<file path="config.mk">
export PLATFORM = sky130hd
export DESIGN_NAME = spi_frame_master
export DESIGN_NICKNAME = d
export VERILOG_FILES = /design/src/rtl/spi_fm_pkg.sv /design/src/rtl/spi_fm_fifo.sv /design/src/rtl/spi_fm_ctrl.sv /design/src/rtl/spi_fm_data.sv /design/src/rtl/spi_frame_master.sv
export SDC_FILE = /design/constraint.sdc
export NUM_CORES = 1
export LEC_CHECK = 0
export ABC_AREA = 1
export BUFFER_PORTS_ARGS = -buffer_cell sky130_fd_sc_hd__buf_2
export CORE_UTILIZATION = 30
export DETAILED_ROUTE_END_ITERATION = 8
export PLACE_DENSITY_LB_ADDON = 0.3
export RECOVER_POWER = 100
export SYNTH_ARGS = -nofsm -noshare
export SYNTH_HDL_FRONTEND = slang
export SYNTH_HIERARCHICAL = 1
export SYNTH_SLANG_ARGS = --single-unit
export TNS_END_PERCENT = 20
</file>
<file path="constraint.sdc">
create_clock -name clk -period 7.5 [get_ports clk]
set_input_delay 0.75 -clock clk [delete_from_list [all_inputs] [get_ports clk]]
set_output_delay 0.75 -clock clk [all_outputs]
set_load 0.05 [all_outputs]
</file>
<file path="src/rtl/spi_fm_pkg.sv">
package spi_fm_pkg;
  // strobes from the sequencer to the datapath, all single-cycle
  typedef struct packed {
    logic load;    // pop transmit word, clear receive shifter
    logic sample;  // capture miso (falling sck)
    logic shift;   // advance mosi (rising sck)
    logic push;    // hand the finished word to the receive FIFO
  } strobe_t;

  typedef enum logic [2:0] {
    ST_IDLE, ST_SETUP, ST_PRESET, ST_LOW, ST_HIGH, ST_TRAIL, ST_GAP
  } seq_state_t;
endpackage

</file>
<file path="src/rtl/spi_fm_fifo.sv">
module spi_fm_fifo #(
  parameter int WIDTH = 16,
  parameter int DEPTH = 8
) (
  input  logic             clk,
  input  logic             rstN,
  input  logic             push,
  input  logic [WIDTH-1:0] wrData,
  input  logic             pop,
  output logic [WIDTH-1:0] head,
  output logic             full,
  output logic             empty
);
  localparam int AW = (DEPTH > 1) ? $clog2(DEPTH) : 1;
  localparam int CW = $clog2(DEPTH + 1);

  logic [WIDTH-1:0] mem [DEPTH];
  logic [AW-1:0] wrPtr, rdPtr;
  logic [CW-1:0] count;
  logic wrEn, rdEn;

  assign full  = (count == CW'(DEPTH));
  assign empty = (count == '0);
  assign wrEn  = push && !full;
  assign rdEn  = pop && !empty;
  assign head  = mem[rdPtr];

  function automatic logic [AW-1:0] nextPtr(input logic [AW-1:0] p);
    return (p == AW'(DEPTH - 1)) ? '0 : p + 1'b1;
  endfunction

  always_ff @(posedge clk or negedge rstN) begin
    if (!rstN) begin
      wrPtr <= '0;
      rdPtr <= '0;
      count <= '0;
    end else begin
      if (wrEn) wrPtr <= nextPtr(wrPtr);
      if (rdEn) rdPtr <= nextPtr(rdPtr);
      if (wrEn && !rdEn) count <= count + 1'b1;
      else if (rdEn && !wrEn) count <= count - 1'b1;
    end
  end

  always_ff @(posedge clk) begin
    if (wrEn) mem[wrPtr] <= wrData;
  end
endmodule

</file>
<file path="src/rtl/spi_fm_ctrl.sv">
module spi_fm_ctrl
  import spi_fm_pkg::*;
#(
  parameter int DATA_W  = 16,
  parameter int MIN_LEN = 4,
  parameter int DIV_W   = 8,
  localparam int LEN_W  = $clog2(DATA_W + 1),
  localparam int IDX_W  = $clog2(DATA_W)
) (
  input  logic             clk,
  input  logic             rstN,
  input  logic             enable,
  input  logic [DIV_W-1:0] divider,
  input  logic [LEN_W-1:0] wordLen,
  input  logic             txEmpty,
  output strobe_t          strb,
  output logic [IDX_W-1:0] lenM1,
  output logic             mosiHold,
  output logic             sck,
  output logic             ssN,
  output logic             mosiOe,
  output logic             busy
);
  localparam int CNT_W = DIV_W + 2;

  seq_state_t state, nState;
  logic [CNT_W-1:0] cnt, nCnt;
  logic [DIV_W:0]   halfQ, halfNew;
  logic [LEN_W-1:0] bitsLeft, lenEff;
  logic startOk, phaseEnd, inFrame;

  assign startOk  = enable && !txEmpty;
  assign phaseEnd = (cnt == '0);

  always_comb begin
    if (wordLen < LEN_W'(MIN_LEN))      lenEff = LEN_W'(MIN_LEN);
    else if (wordLen > LEN_W'(DATA_W))  lenEff = LEN_W'(DATA_W);
    else                                lenEff = wordLen;
    halfNew = (divider == '0) ? (DIV_W + 1)'(2) : {1'b0, divider} + 1'b1;
  end

  always_comb begin
    strb   = '0;
    nState = state;
    nCnt   = cnt - 1'b1;
    case (state)
      ST_IDLE: begin
        nCnt = '0;
        if (startOk) begin
          strb.load = 1'b1;
          nState = ST_SETUP;
          nCnt = CNT_W'(halfNew) - 1'b1;
        end
      end
      ST_SETUP: if (phaseEnd) begin
        nState = ST_PRESET;
        nCnt = CNT_W'(halfQ) - 1'b1;
      end
      ST_PRESET, ST_HIGH: if (phaseEnd) begin
        nState = ST_LOW;
        strb.sample = 1'b1;
        nCnt = CNT_W'(halfQ) - 1'b1;
      end
      ST_LOW: if (phaseEnd) begin
        nCnt = CNT_W'(halfQ) - 1'b1;
        if (bitsLeft == LEN_W'(1)) begin
          nState = ST_TRAIL;
          strb.push = 1'b1;
        end else begin
          nState = ST_HIGH;
          strb.shift = 1'b1;
        end
      end
      ST_TRAIL: if (phaseEnd) begin
        nState = ST_GAP;
        nCnt = (CNT_W'(halfQ) << 1) - 1'b1;
      end
      ST_GAP: if (phaseEnd) begin
        if (startOk) begin
          strb.load = 1'b1;
          nState = ST_SETUP;
          nCnt = CNT_W'(halfNew) - 1'b1;
        end else begin
          nState = ST_IDLE;
          nCnt = '0;
        end
      end
      default: nState = ST_IDLE;
    endcase
    if (!enable) strb = '0;
  end

  always_ff @(posedge clk or negedge rstN) begin
    if (!rstN) begin
      state    <= ST_IDLE;
      cnt      <= '0;
      halfQ    <= (DIV_W + 1)'(2);
      bitsLeft <= '0;
      lenM1    <= '0;
    end else if (!enable) begin
      state <= ST_IDLE;
      cnt   <= '0;
    end else begin
      state <= nState;
      cnt   <= nCnt;
      if (strb.load) begin
        halfQ    <= halfNew;
        lenM1    <= IDX_W'(lenEff - 1'b1);
        bitsLeft <= lenEff;
      end else if (strb.shift || strb.push) begin
        bitsLeft <= bitsLeft - 1'b1;
      end
    end
  end

  assign inFrame  = enable && (state inside {ST_SETUP, ST_PRESET, ST_LOW, ST_HIGH, ST_TRAIL});
  assign ssN      = !inFrame;
  assign busy     = inFrame;
  assign mosiOe   = inFrame;
  assign sck      = !(enable && state == ST_LOW);
  assign mosiHold = (state == ST_SETUP);
endmodule

</file>
<file path="src/rtl/spi_fm_data.sv">
module spi_fm_data
  import spi_fm_pkg::*;
#(
  parameter int DATA_W = 16,
  parameter int DEPTH  = 8,
  localparam int IDX_W = $clog2(DATA_W)
) (
  input  logic              clk,
  input  logic              rstN,
  input  logic              enable,
  input  strobe_t           strb,
  input  logic [IDX_W-1:0]  lenM1,
  input  logic              mosiHold,
  input  logic              miso,
  input  logic [DATA_W-1:0] txData,
  input  logic              txWrite,
  input  logic              rxRead,
  output logic              mosi,
  output logic              txFull,
  output logic              txEmpty,
  output logic [DATA_W-1:0] rxData,
  output logic              rxFull,
  output logic              rxEmpty,
  output logic              rxOverrun
);
  logic [DATA_W-1:0] txHead, txShift, rxShift;

  spi_fm_fifo #(.WIDTH(DATA_W), .DEPTH(DEPTH)) txFifo (
    .clk(clk), .rstN(rstN), .push(txWrite), .wrData(txData),
    .pop(strb.load), .head(txHead), .full(txFull), .empty(txEmpty)
  );

  spi_fm_fifo #(.WIDTH(DATA_W), .DEPTH(DEPTH)) rxFifo (
    .clk(clk), .rstN(rstN), .push(strb.push), .wrData(rxShift),
    .pop(rxRead), .head(rxData), .full(rxFull), .empty(rxEmpty)
  );

  always_ff @(posedge clk or negedge rstN) begin
    if (!rstN) begin
      txShift   <= '0;
      rxShift   <= '0;
      rxOverrun <= 1'b0;
    end else begin
      if (strb.load)       txShift <= txHead;
      else if (strb.shift) txShift <= txShift << 1;
      if (strb.load)        rxShift <= '0;
      else if (strb.sample) rxShift <= {rxShift[DATA_W-2:0], miso};
      if (!enable)                    rxOverrun <= 1'b0;
      else if (strb.push && rxFull)   rxOverrun <= 1'b1;
    end
  end

  assign mosi = mosiHold ? 1'b0 : txShift[lenM1];
endmodule

</file>
<file path="src/rtl/spi_frame_master.sv">
module spi_frame_master
  import spi_fm_pkg::*;
#(
  parameter int DATA_W  = 16,
  parameter int MIN_LEN = 4,
  parameter int DIV_W   = 8,
  parameter int DEPTH   = 8,
  localparam int LEN_W  = $clog2(DATA_W + 1),
  localparam int IDX_W  = $clog2(DATA_W)
) (
  input  logic              clk,
  input  logic              rstN,
  input  logic              enable,
  input  logic [DIV_W-1:0]  divider,
  input  logic [LEN_W-1:0]  wordLen,
  input  logic [DATA_W-1:0] txData,
  input  logic              txWrite,
  output logic              txFull,
  output logic              txEmpty,
  output logic [DATA_W-1:0] rxData,
  input  logic              rxRead,
  output logic              rxFull,
  output logic              rxEmpty,
  output logic              rxOverrun,
  output logic              sck,
  output logic              mosi,
  output logic              mosiOe,
  output logic              ssN,
  input  logic              miso,
  output logic              busy
);
  strobe_t strb;
  logic [IDX_W-1:0] lenM1;
  logic mosiHold;

  spi_fm_ctrl #(.DATA_W(DATA_W), .MIN_LEN(MIN_LEN), .DIV_W(DIV_W)) ctrl (
    .clk(clk), .rstN(rstN), .enable(enable), .divider(divider),
    .wordLen(wordLen), .txEmpty(txEmpty), .strb(strb), .lenM1(lenM1),
    .mosiHold(mosiHold), .sck(sck), .ssN(ssN), .mosiOe(mosiOe), .busy(busy)
  );

  spi_fm_data #(.DATA_W(DATA_W), .DEPTH(DEPTH)) data (
    .clk(clk), .rstN(rstN), .enable(enable), .strb(strb), .lenM1(lenM1),
    .mosiHold(mosiHold), .miso(miso), .txData(txData), .txWrite(txWrite),
    .rxRead(rxRead), .mosi(mosi), .txFull(txFull), .txEmpty(txEmpty),
    .rxData(rxData), .rxFull(rxFull), .rxEmpty(rxEmpty), .rxOverrun(rxOverrun)
  );
endmodule

</file>
==> out/metrics.csv, run 1 <==
stage,metric,value,unit
setup_path,crit_type,reg2reg,
sta,finClkSkew,13.83,ps
power,power,7.149,mW
setup_path,start_kind,register,
drt,first_pass_iters,5,
floorplan,die-area,56460,um^2
clock_tree,clk_pin_slew,60,ps
placed_design,portBuffers,60,
setup_path,r2r_start,ctrl/cnt[0]$_DFF_PN0_,
floorplan,rows,85,
sta,drv_slew,45,
finish,regArea,9798,um^2
yosys,syn-num-nets,1943,
floorplan,die_w,237.6,um
yosys,netlist_instances,1884,
sta,worst_pin_slew,2038,ps
global_routing,grt.overflow.total,0,
placed_design,gp_congestion,0.8610,
sta,timing.fmax,217.8,MHz
floorplan,io_pins,61,
yosys,ys_warn_count,6,
floorplan,initial_core_util,0.3065,
yosys,ys_ff_latch,340,
power,vdd_drop_max,0.1941,mV
drt,routedWlPerCell,14.01,um
power,power.density,382.7,nW/um^2
sta,rsz0062_at_grt,false,
finish,area_growth,12.16,%
drt,routed_wirelength,38010,um
finish,fillers,5630,
clock_tree,cts_buffers,38,
yosys,netlist_area,16650,um^2
floorplan,fp.dieH,237.6,um
drt,via_count,11860,
clock_tree,ctsResizeCount,0,
floorplan,core_area,54350,um^2
global_routing,grt.total_usage,0.1372,
drt,vias_per_cell,4.370,
finish,most-common-layout-cells,"nand2_1, nor2_1, edfxtp_1, inv_1, dfrtp_1",
finish,layout-drive-gt1-share,0.06336,
clock_tree,post_cts_buffers,0,
setup_path,endpoint_kind,register,
setup_path,startpoint,ctrl/cnt[0]$_DFF_PN0_,
yosys,synthDistinctLibCells,45,
sta,hold_violations,0,
status,outcome,"complete, but fails checks",
finish,finalNetCount,2005,
finish,final_common_cell,nand2_1,
hold_path,hold_class,in2async,
global_routing,antenna_found_initial,3,
yosys,yosysSeqAreaShare,0.5879,
sta,setup_tns,0,ps
drt,drt_iter0_markers,826,
clock_tree,cts.htree.levels,2,
sta,post-route-min-period,4591,ps
drt,drc,0,
setup_path,reg2regPathDepth,11,
global_routing,grt_start_max_net_pins,101,
finish,multiInputGateArea,5448,um^2
setup_path,r2r-end,data/rxFifo/mem[4][1]$_DFFE_PP_,
flow_run,cap_viol_max_count,2,
yosys,synth.area.top_cells,"edfxtp_1, nand2_1, dfrtp_1, nor2_1, inv_1",
placed_design,hpwl,24570,um
clock_tree,cts_sinks,340,
yosys,yosysTopAreaCell,edfxtp_1,
sta,slew_headroom,-0.3586,
global_routing,grt_pass1_vias,11730,
setup_path,crit_arrival,4750,ps
global_routing,grt_pass1_wl,61730,um
clock_tree,cts_tree,built,
sta,setup_viol,0,
yosys,avgSynthCellArea,8.840,um^2
clock_tree,cts-root-buf,clkbuf_16,
power,p_leak,8.175,nW
sta,finalCritPeriodShare,0.6121,
yosys,synth_top_area_frac,0.4616,
setup_path,crit_end,data/rxFifo/mem[4][1]$_DFFE_PP_,
setup_path,reg2reg_slack,2910,ps
status,violations,"max-capacitance violations, max-slew violations",
clock_tree,cts_hold_buf,0,
setup_path,crit_required,7660,ps
drt,ant_nets,0,
setup_path,path_max_fanout,14,
clock_tree,clk_path_buf_depth,3,
clock_tree,insertion_delay,530,ps
## worst min path at each step
stage                                   start  cells past startpoint                           end  slack (ps)
floorplan                                rstN                      0  ctrl/bitsLeft[0]$_DFFE_PN0P_         450
global placement    ctrl/halfQ[1]$_DFFE_PN1P_                      2     ctrl/halfQ[1]$_DFFE_PN1P_         490
detailed placement  ctrl/halfQ[1]$_DFFE_PN1P_                      2     ctrl/halfQ[1]$_DFFE_PN1P_         490
CTS                                      rstN                      1         ctrl/cnt[5]$_DFF_PN0_          20
global route                             rstN                      1         ctrl/cnt[5]$_DFF_PN0_         210
finish                                   rstN                      1         ctrl/cnt[5]$_DFF_PN0_         170
## power by group
| part | internal [mW] | total [mW] | switching, mW |
|---|---|---|---|
| sequential | 2.30 | 2.51 | 0.217 |
| combinational | 0.825 | 2.89 | 2.07 |
| clock | 1.01 | 1.74 | 0.736 |
## kinds of logic after synthesis
family          synth area share
fa+ha+maj                0.01893
buf+inv                  0.08001
flops                     0.5879
compound gates           0.04042
simple gates              0.2597
xor+xnor                 0.01307
## area by class of cell
type | count | share of cell area
multi-input cells | 1223 | 0.2916
inverters | 257 | 0.05178
clock buffers | 46 | 0.05466
clock inverters | 21 | 0.007770
repair buffers | 86 | 0.02003
well taps | 739 | 0.04950
flip-flops and latches | 340 | 0.5245
diodes | 1 | 0.0001340
## worst max-delay path: stages (launching register included)
cell and delay (ps):
dfrtp_1 390, inv_1 120, ha_1 220, nand2_1 110, nor2_1 260, nand3_1 290
clkinvlp_2 300, nand3_1 300, nor2_1 230, nand2_1 290, nor3_1 1230, clkbuf_1 470
## metrics by stage
step	worst slack, ps	util	cells	area (um^2)	hold WS, ps
4_1_cts	3896	0.3490	2712	18970	24.32
6_report	2909	0.3437	2713	18680	172.3
3_5_place_dp	3920	0.3275	2645	17800	490.7
3_3_place_gp	4008	0.3275	2645	17800	490.4
5_1_grt	2426	0.3437	2713	18680	211.0
2_1_floorplan	4233	-	1884	16650	454.4
## per-layer routing
layer,up-vias,global-route usage,share of wire
li1,6047,-,-
met1,5567,0.1782,0.46
met2,193,0.2369,0.48
met3,46,0.02241,0.035
met4,2,0.03421,0.017
met5,-,0,0.00029
## Yosys cell counts, drive strengths merged
cell type and n:
fa 2, o22ai 16, dfrtp 83, clkbuf 15
or2 4, edfxtp 256, nand4 8, xnor2 11
xor2 13, nand3 71, nor3 20, ha 22
clkinv 3, a21oi 18, nor2 323, a211oi 1
dfstp 1, o21bai 1, nand2 650, o211ai 7
o21ai 44, o221ai 10, inv 254, buf 49
o31ai 1, a21boi 1
## flip-flops by register name (all words and copies together) (netlist names)
name and cells:
data/rxFifo/wrPtr 3, data/rxShift 16, ctrl/cnt 10, ctrl/bitsLeft 5, data/rxFifo/rdPtr 3, data/txFifo/wrPtr 3
data/rxFifo/count 4, ctrl/state 3, data/txFifo/count 4, ctrl/halfQ 9, data/txFifo/mem 128, data/txFifo/rdPtr 3
data/rxFifo/mem 128, ctrl/lenM1 4, data/txShift 16, data/rxOverrun 1
Note: power is estimated with default switching activity, not from simulation.
==> run 2, diff against run 1 <==
- clock period: 7.5 -> 4.4 ns (I/O delays scaled with it)
==> run 2 against run 1 <==
Net effect:
- the flow now finishes without violations
- non-clock buffer count increased by 3
- wire length decreased by 0.46%
- critical path depth decreased by 2
- power increased by 72%
- design area increased by 0.39%
- die area unchanged
- global-route usage about the same
- largest cell class unchanged
- largest power group unchanged
- highest routed layer unchanged
==> out/metrics.csv, run 2 (synthesis results as in run 1) <==
stage,metric,value,unit
setup_path,reg2regPathDepth,11,
placed_design,portBuffers,60,
drt,drt_iter0_markers,781,
drt,drc,0,
setup_path,crit_type,reg2out,
setup_path,path_max_fanout,33,
clock_tree,cts_sinks,340,
clock_tree,insertion_delay,560,ps
hold_path,hold_class,in2reg,
floorplan,fp.dieH,237.6,um
finish,layout-drive-gt1-share,0.06316,
setup_path,cpPeakStageDelay,690,ps
sta,worst_pin_slew,1367,ps
global_routing,grt.total_usage,0.1367,
drt,first_pass_iters,4,
sta,rsz0062_at_grt,false,
power,power.density,654.0,nW/um^2
sta,hold_slack,158.4,ps
setup_path,worst-path-stages,9,
setup_path,path_cells,"clkbuf_2, inv_1, clkbuf_2, nor2_1, nand2_1, nand2_1, nand2_1, nand2_1, clkbuf_1",
power,p_leak,8.185,nW
floorplan,die-area,56460,um^2
clock_tree,clk_pin_slew,50,ps
clock_tree,cts_buffers,39,
finish,fillers,5544,
clock_tree,cts_tree,built,
setup_path,crit_required,3960,ps
finish,diodes,0,
clock_tree,ctsResizeCount,0,
drt,routed_wirelength,37830,um
sta,hold_violations,0,
sta,finalCritPeriodShare,0.8479,
sta,drv_slew,0,
setup_path,cp_num_buf_inv,4,
global_routing,antenna_found_initial,3,
finish,final_common_cell,nand2_1,
setup_path,cp_common_cell,nand2_1,
drt,routedWlPerCell,13.92,um
global_routing,grt.overflow.total,0,
placed_design,gp_congestion,0.8875,
floorplan,io_pins,61,
sta,finClkSkew,22.66,ps
clock_tree,cts.htree.levels,2,
global_routing,grt_pass1_vias,11540,
finish,finalNetCount,2009,
sta,slew_headroom,0.08898,
sta,timing.fmax,268.1,MHz
hold_path,whs_path_depth,3,
finish,most-common-layout-cells,"nand2_1, nor2_1, edfxtp_1, inv_1, dfrtp_1",
global_routing,grt_pass1_wl,61180,um
placed_design,dp.cells,2647,
finish,area_growth,12.60,%
status,outcome,finished clean,
setup_path,crit_slowest_cell,clkbuf_2,
sta,setup_tns,0,ps
drt,ant_nets,0,
finish,largest_registers,"data/rxFifo/mem: 128 flops, data/txFifo/mem: 128 flops",
drt,via_count,11880,
setup_path,crit_family,buffers and inverters,
flow_run,cap_viol_max_count,0,
global_routing,grt_start_max_net_pins,92,
placed_design,hpwl,24190,um
setup_path,endpoint_kind,primary output,
floorplan,core_area,54350,um^2
clock_tree,cts-root-buf,clkbuf_16,
finish,fin_cells,2718,
sta,setup_viol,0,
drt,vias_per_cell,4.371,
setup_path,start_kind,register,
floorplan,initial_core_util,0.3065,
power,vdd_drop_max,0.3321,mV
clock_tree,post_cts_buffers,0,
floorplan,rows,85,
clock_tree,clk_path_buf_depth,3,
sta,post-route-min-period,3731,ps
setup_path,crit_arrival,3290,ps
floorplan,die_w,237.6,um
run 2: layout make-up:
type,count,area (um^2),share of cell area
Timing Repair Buffer,89,400.4,0.02135
Multi-Input combinational cell,1223,5482,0.2923
Inverter,257,967.2,0.05157
Clock buffer,58,1109,0.05911
Sequential cell,340,9798,0.5225
Clock inverter,12,72.57,0.003870
Tap cell,739,924.6,0.04931
run 2: metrics by stage:
step | total power [mW] | worst slack [ps] | util | instance area (um^2)
after floorplan | 8.224 | 1133 | - | 16650
after global placement | 9.373 | 1072 | 0.3278 | 17820
after detailed placement | 9.456 | 994.3 | 0.3278 | 17820
after CTS | 12.53 | 975.9 | 0.3497 | 19010
after global routing | 13.22 | 346.9 | 0.3451 | 18750
final | 12.26 | 669.4 | 0.3451 | 18750
run 2: worst reg2reg max path: stages (launching register included):
cell	delay, ps
dfrtp_1	370
inv_1	120
ha_1	230
nand2_1	140
nor2_4	190
nand3_4	130
clkinvlp_2	270
nand3_4	180
nor2_1	180
nand2_1	290
nor3_1	230
clkbuf_1	910
run 2: path summary, 6_finish.rpt:
kind,start,to,slack (ps)
setup / recovery,data/rxFifo/rdPtr[1]$_DFFE_PN0P_,rxData[15],670
hold / removal,miso,data/rxShift[0]$_DFFE_PN0P_,160
setup reg to reg,ctrl/cnt[0]$_DFF_PN0_,data/rxFifo/mem[3][0]$_DFFE_PP_,780
hold reg to reg,ctrl/halfQ[1]$_DFFE_PN1P_,ctrl/halfQ[1]$_DFFE_PN1P_,500
max in group asynchronous,rstN,ctrl/bitsLeft[2]$_DFFE_PN0P_,2120
min in group asynchronous,rstN,ctrl/cnt[6]$_DFF_PN0_,520
run 2: timing repair:
item / CTS / global route
hold endpoints to repair: 8 / 0
endpoints found under the setup margin: 0 / 0
hold buffers: 1 / 0
run 2: metal layers:
layer  GRT usage  wire, um
met1      0.1765     17150
met2      0.2300     17910
met3     0.02659      1909
met4     0.04379       839
met5           0        23
run 2: power breakdown:
group          total [mW]  switching, mW  internal, mW
Sequential           4.38          0.471          3.91
Clock                3.02           1.27          1.75
Combinational        4.86           3.44          1.42
==> run 3, diff against run 2 <==
- ABC_AREA: 1 -> 0
- clock period: 4.4 -> 3.91 ns (I/O delays scaled with it)
==> run 3 against run 2 <==
Net effect:
- the flow now finishes with violations (max-capacitance violations, max-slew violations)
- die area shrank 6.3%
- final cell count shrank 33%
- wire length shrank 11%
- area after synthesis shrank 6.4%
- combinational power shrank 14%
- via count shrank 25%
- first-iteration DRC count shrank 35%
- sequential cell count is the same
- sequential share of layout area grew 2.7 points
- global-route usage shrank 0.71 points
- sequential power grew 15%
- power grew 2.9%
- critical path type is now reg2reg
- highest routed layer unchanged
==> out/metrics.csv, run 3 <==
stage,metric,value,unit
status,outcome,"complete, but fails checks",
status,violations,"max-capacitance violations, max-slew violations",
setup_path,crit_type,reg2reg,
sta,finClkSkew,15.16,ps
clock_tree,cts.htree.levels,2,
setup_path,cp_common_cell,ha_1,
clock_tree,cts_buffers,38,
yosys,synthDistinctLibCells,73,
power,comb_power_share,0.332,
sta,worst_pin_slew,1697,ps
sta,slew_headroom,-0.1310,
setup_path,crit_family,simple AND/OR/NAND/NOR gates,
sta,post-route-min-period,3701,ps
setup_path,crit_arrival,4120,ps
drt,ant_nets,0,
setup_path,start_kind,register,
drt,drt_iter0_markers,504,
sta,timing.fmax,270.2,MHz
yosys,async_flop_share,0.2471,
drt,first_pass_iters,5,
sta,finalCritPeriodShare,0.9465,
yosys,ys_warn_count,6,
power,power.internal,8.149,mW
floorplan,core_area,51300,um^2
placed_design,hpwl,20930,um
yosys,netlist_area,15590,um^2
finish,layout-drive-gt1-share,0.1543,
sta,setup_tns,0,ps
global_routing,grt.overflow.total,0,
clock_tree,cts-root-buf,clkbuf_16,
global_routing,use_met3,0.02951,
yosys,yosysSeqAreaShare,0.6281,
power,p_sw,4.474,mW
sta,hold_violations,0,
clock_tree,cts_tree,built,
power,power.density,708.8,nW/um^2
yosys,synth_top_area_frac,0.4931,
power,p_leak,6.149,nW
power,power_frac_seq,0.398,
setup_path,endpoint_kind,register,
setup_path,crit_slowest_cell,or4_1,
sta,rsz0062_at_grt,false,
setup_path,cp_num_buf_inv,5,
yosys,avgSynthCellArea,15.15,um^2
yosys,ys_ff_latch,340,
floorplan,rows,83,
finish,area_growth,14.25,%
sta,hold_slack,95.28,ps
sta,drv_slew,63,
power,switching_share,0.3545,
clock_tree,insertion_delay,550,ps
finish,largest_registers,"data/rxFifo/mem: 128 flops, data/txFifo/mem: 128 flops",
drt,drc,0,
global_routing,grt.total_usage,0.1296,
floorplan,die-area,52880,um^2
global_routing,grt_start_max_net_pins,70,
floorplan,initial_core_util,0.3039,
global_routing,antenna_found_initial,4,
global_routing,busiest_layer,met2,
global_routing,grt_pass1_wl,53010,um
yosys,netlist_instances,1029,
setup_path,cpPeakStageDelay,540,ps
finish,most-common-layout-cells,"edfxtp_1, dfrtp_1, clkbuf_1, nand2_1, nor2_1",
placed_design,portBuffers,60,
drt,routedWlPerCell,18.52,um
drt,routed_wirelength,33760,um
yosys,synth.most_common_cell,edfxtp_1,
clock_tree,cts_sinks,340,
floorplan,fp.dieH,230.0,um
yosys,synth_common_cells,"edfxtp_1, dfrtp_1, nand2_1, nor2_1, o21ai_0",
power,vdd_drop_max,0.3865,mV
yosys,yosysTopAreaCell,edfxtp_1,
global_routing,met2_usage,0.2131,
hold_path,hold_class,in2reg,
yosys,syn-num-nets,1088,
drt,vias_per_cell,4.889,
setup_path,path_cells,"inv_1, ha_1, or3b_2, nor3_4, clkbuf_4, clkbuf_1, a21oi_1, clkinv_1, o41ai_4, ha_1, inv_1, ha_1, or4_1, o211ai_1, o211ai_1",
finish,finalNetCount,1173,
yosys,synth_enable_flop_cells,256,
placed_design,gp_congestion,0.8779,
power,clkPwrFrac,0.270,
drt,via_count,8913,
global_routing,met1_usage,0.1689,
finish,final_common_cell,edfxtp_1,
floorplan,io_pins,61,
setup_path,crit_required,4330,ps
flow_run,cap_viol_max_count,1,
clock_tree,clk_path_buf_depth,3,
floorplan,die_w,230.0,um
sta,setup_viol,0,
setup_path,path_max_fanout,6,
yosys,synth.area.top_cells,"edfxtp_1, dfrtp_1, mux4_1, mux2_2, mux4_2",
global_routing,grt_pass1_vias,9130,
finish,fillers,5022,
yosys,synth_flop_cell,edfxtp_1,
clock_tree,clk_pin_slew,60,ps
run 3: cell type report:
class | count | area, um^2 | area share
diodes | 2 | 5.005 | 0.0002810
clock buffers | 52 | 1003 | 0.05634
clock inverters | 15 | 166.4 | 0.009344
inverters | 26 | 97.59 | 0.005480
multi-input cells | 609 | 5429 | 0.3048
flip-flops and latches | 340 | 9792 | 0.5498
well taps | 680 | 850.8 | 0.04777
repair buffers | 99 | 465.4 | 0.02613
run 3: logic make-up after synthesis:
kind of cell,count (synthesis),synth area share
adder cells (fa/ha/maj),26,0.02151
AO/OA/AOI/OAI,152,0.06301
XOR/XNOR,33,0.01854
buffers and inverters,80,0.02536
flip-flops,340,0.6281
AND/OR/NAND/NOR,251,0.08051
multiplexers,147,0.1630
run 3: power groups by stage:
| stage | clock, mW | sequential [mW] | combinational, mW |
|---|---|---|---|
| after floorplan | 0 | 4.76 | 3.53 |
| after global placement | 0 | 5.10 | 4.26 |
| after detailed placement | 0 | 5.12 | 4.29 |
| after CTS | 3.52 | 5.05 | 4.31 |
| after global routing | 3.64 | 5.13 | 4.58 |
| final | 3.41 | 5.03 | 4.19 |
run 3: worst paths after layout:
kind,startpoint,end,slack (ps),depth (start not counted)
max in group asynchronous,rstN,ctrl/cnt[9]$_DFF_PN0_,1140,3
hold reg to reg,ctrl/halfQ[8]$_DFFE_PN0P_,ctrl/halfQ[8]$_DFFE_PN0P_,520,2
hold / removal,wordLen[0],ctrl/lenM1[0]$_DFFE_PN0P_,100,2
setup / recovery,ctrl/cnt[0]$_DFF_PN0_,data/txFifo/count[3]$_DFFE_PN0P_,210,15
setup reg to reg,ctrl/cnt[0]$_DFF_PN0_,data/txFifo/count[3]$_DFFE_PN0P_,210,15
min in group asynchronous,rstN,data/txFifo/rdPtr[1]$_DFFE_PN0P_,830,2
run 3: routing by layer:
metal  up-vias  part of all wire
li1       4202                 -
met1      4473              0.44
met2       185              0.49
met3        49             0.049
met4         4             0.021
met5         -           0.00071
run 3: timing repair:
action	in CTS	in global routing
endpoints found under the setup margin	0	1
gates resized for setup	0	2
hold endpoints to repair	35	0
hold buffers	1	0
setup buffers	0	1
run 3: metrics by stage:
step	util	setup slack [ps]	instance area [um^2]	std cells	power, mW
after floorplan	-	93.78	15610	1029	8.282
after global placement	0.3278	186.7	16810	1752	9.363
after detailed placement	0.3278	68.45	16810	1752	9.411
after CTS	0.3508	46.33	17990	1820	12.88
after global routing	0.3472	27.78	17810	1823	13.36
final	0.3472	209.2	17810	1823	12.62
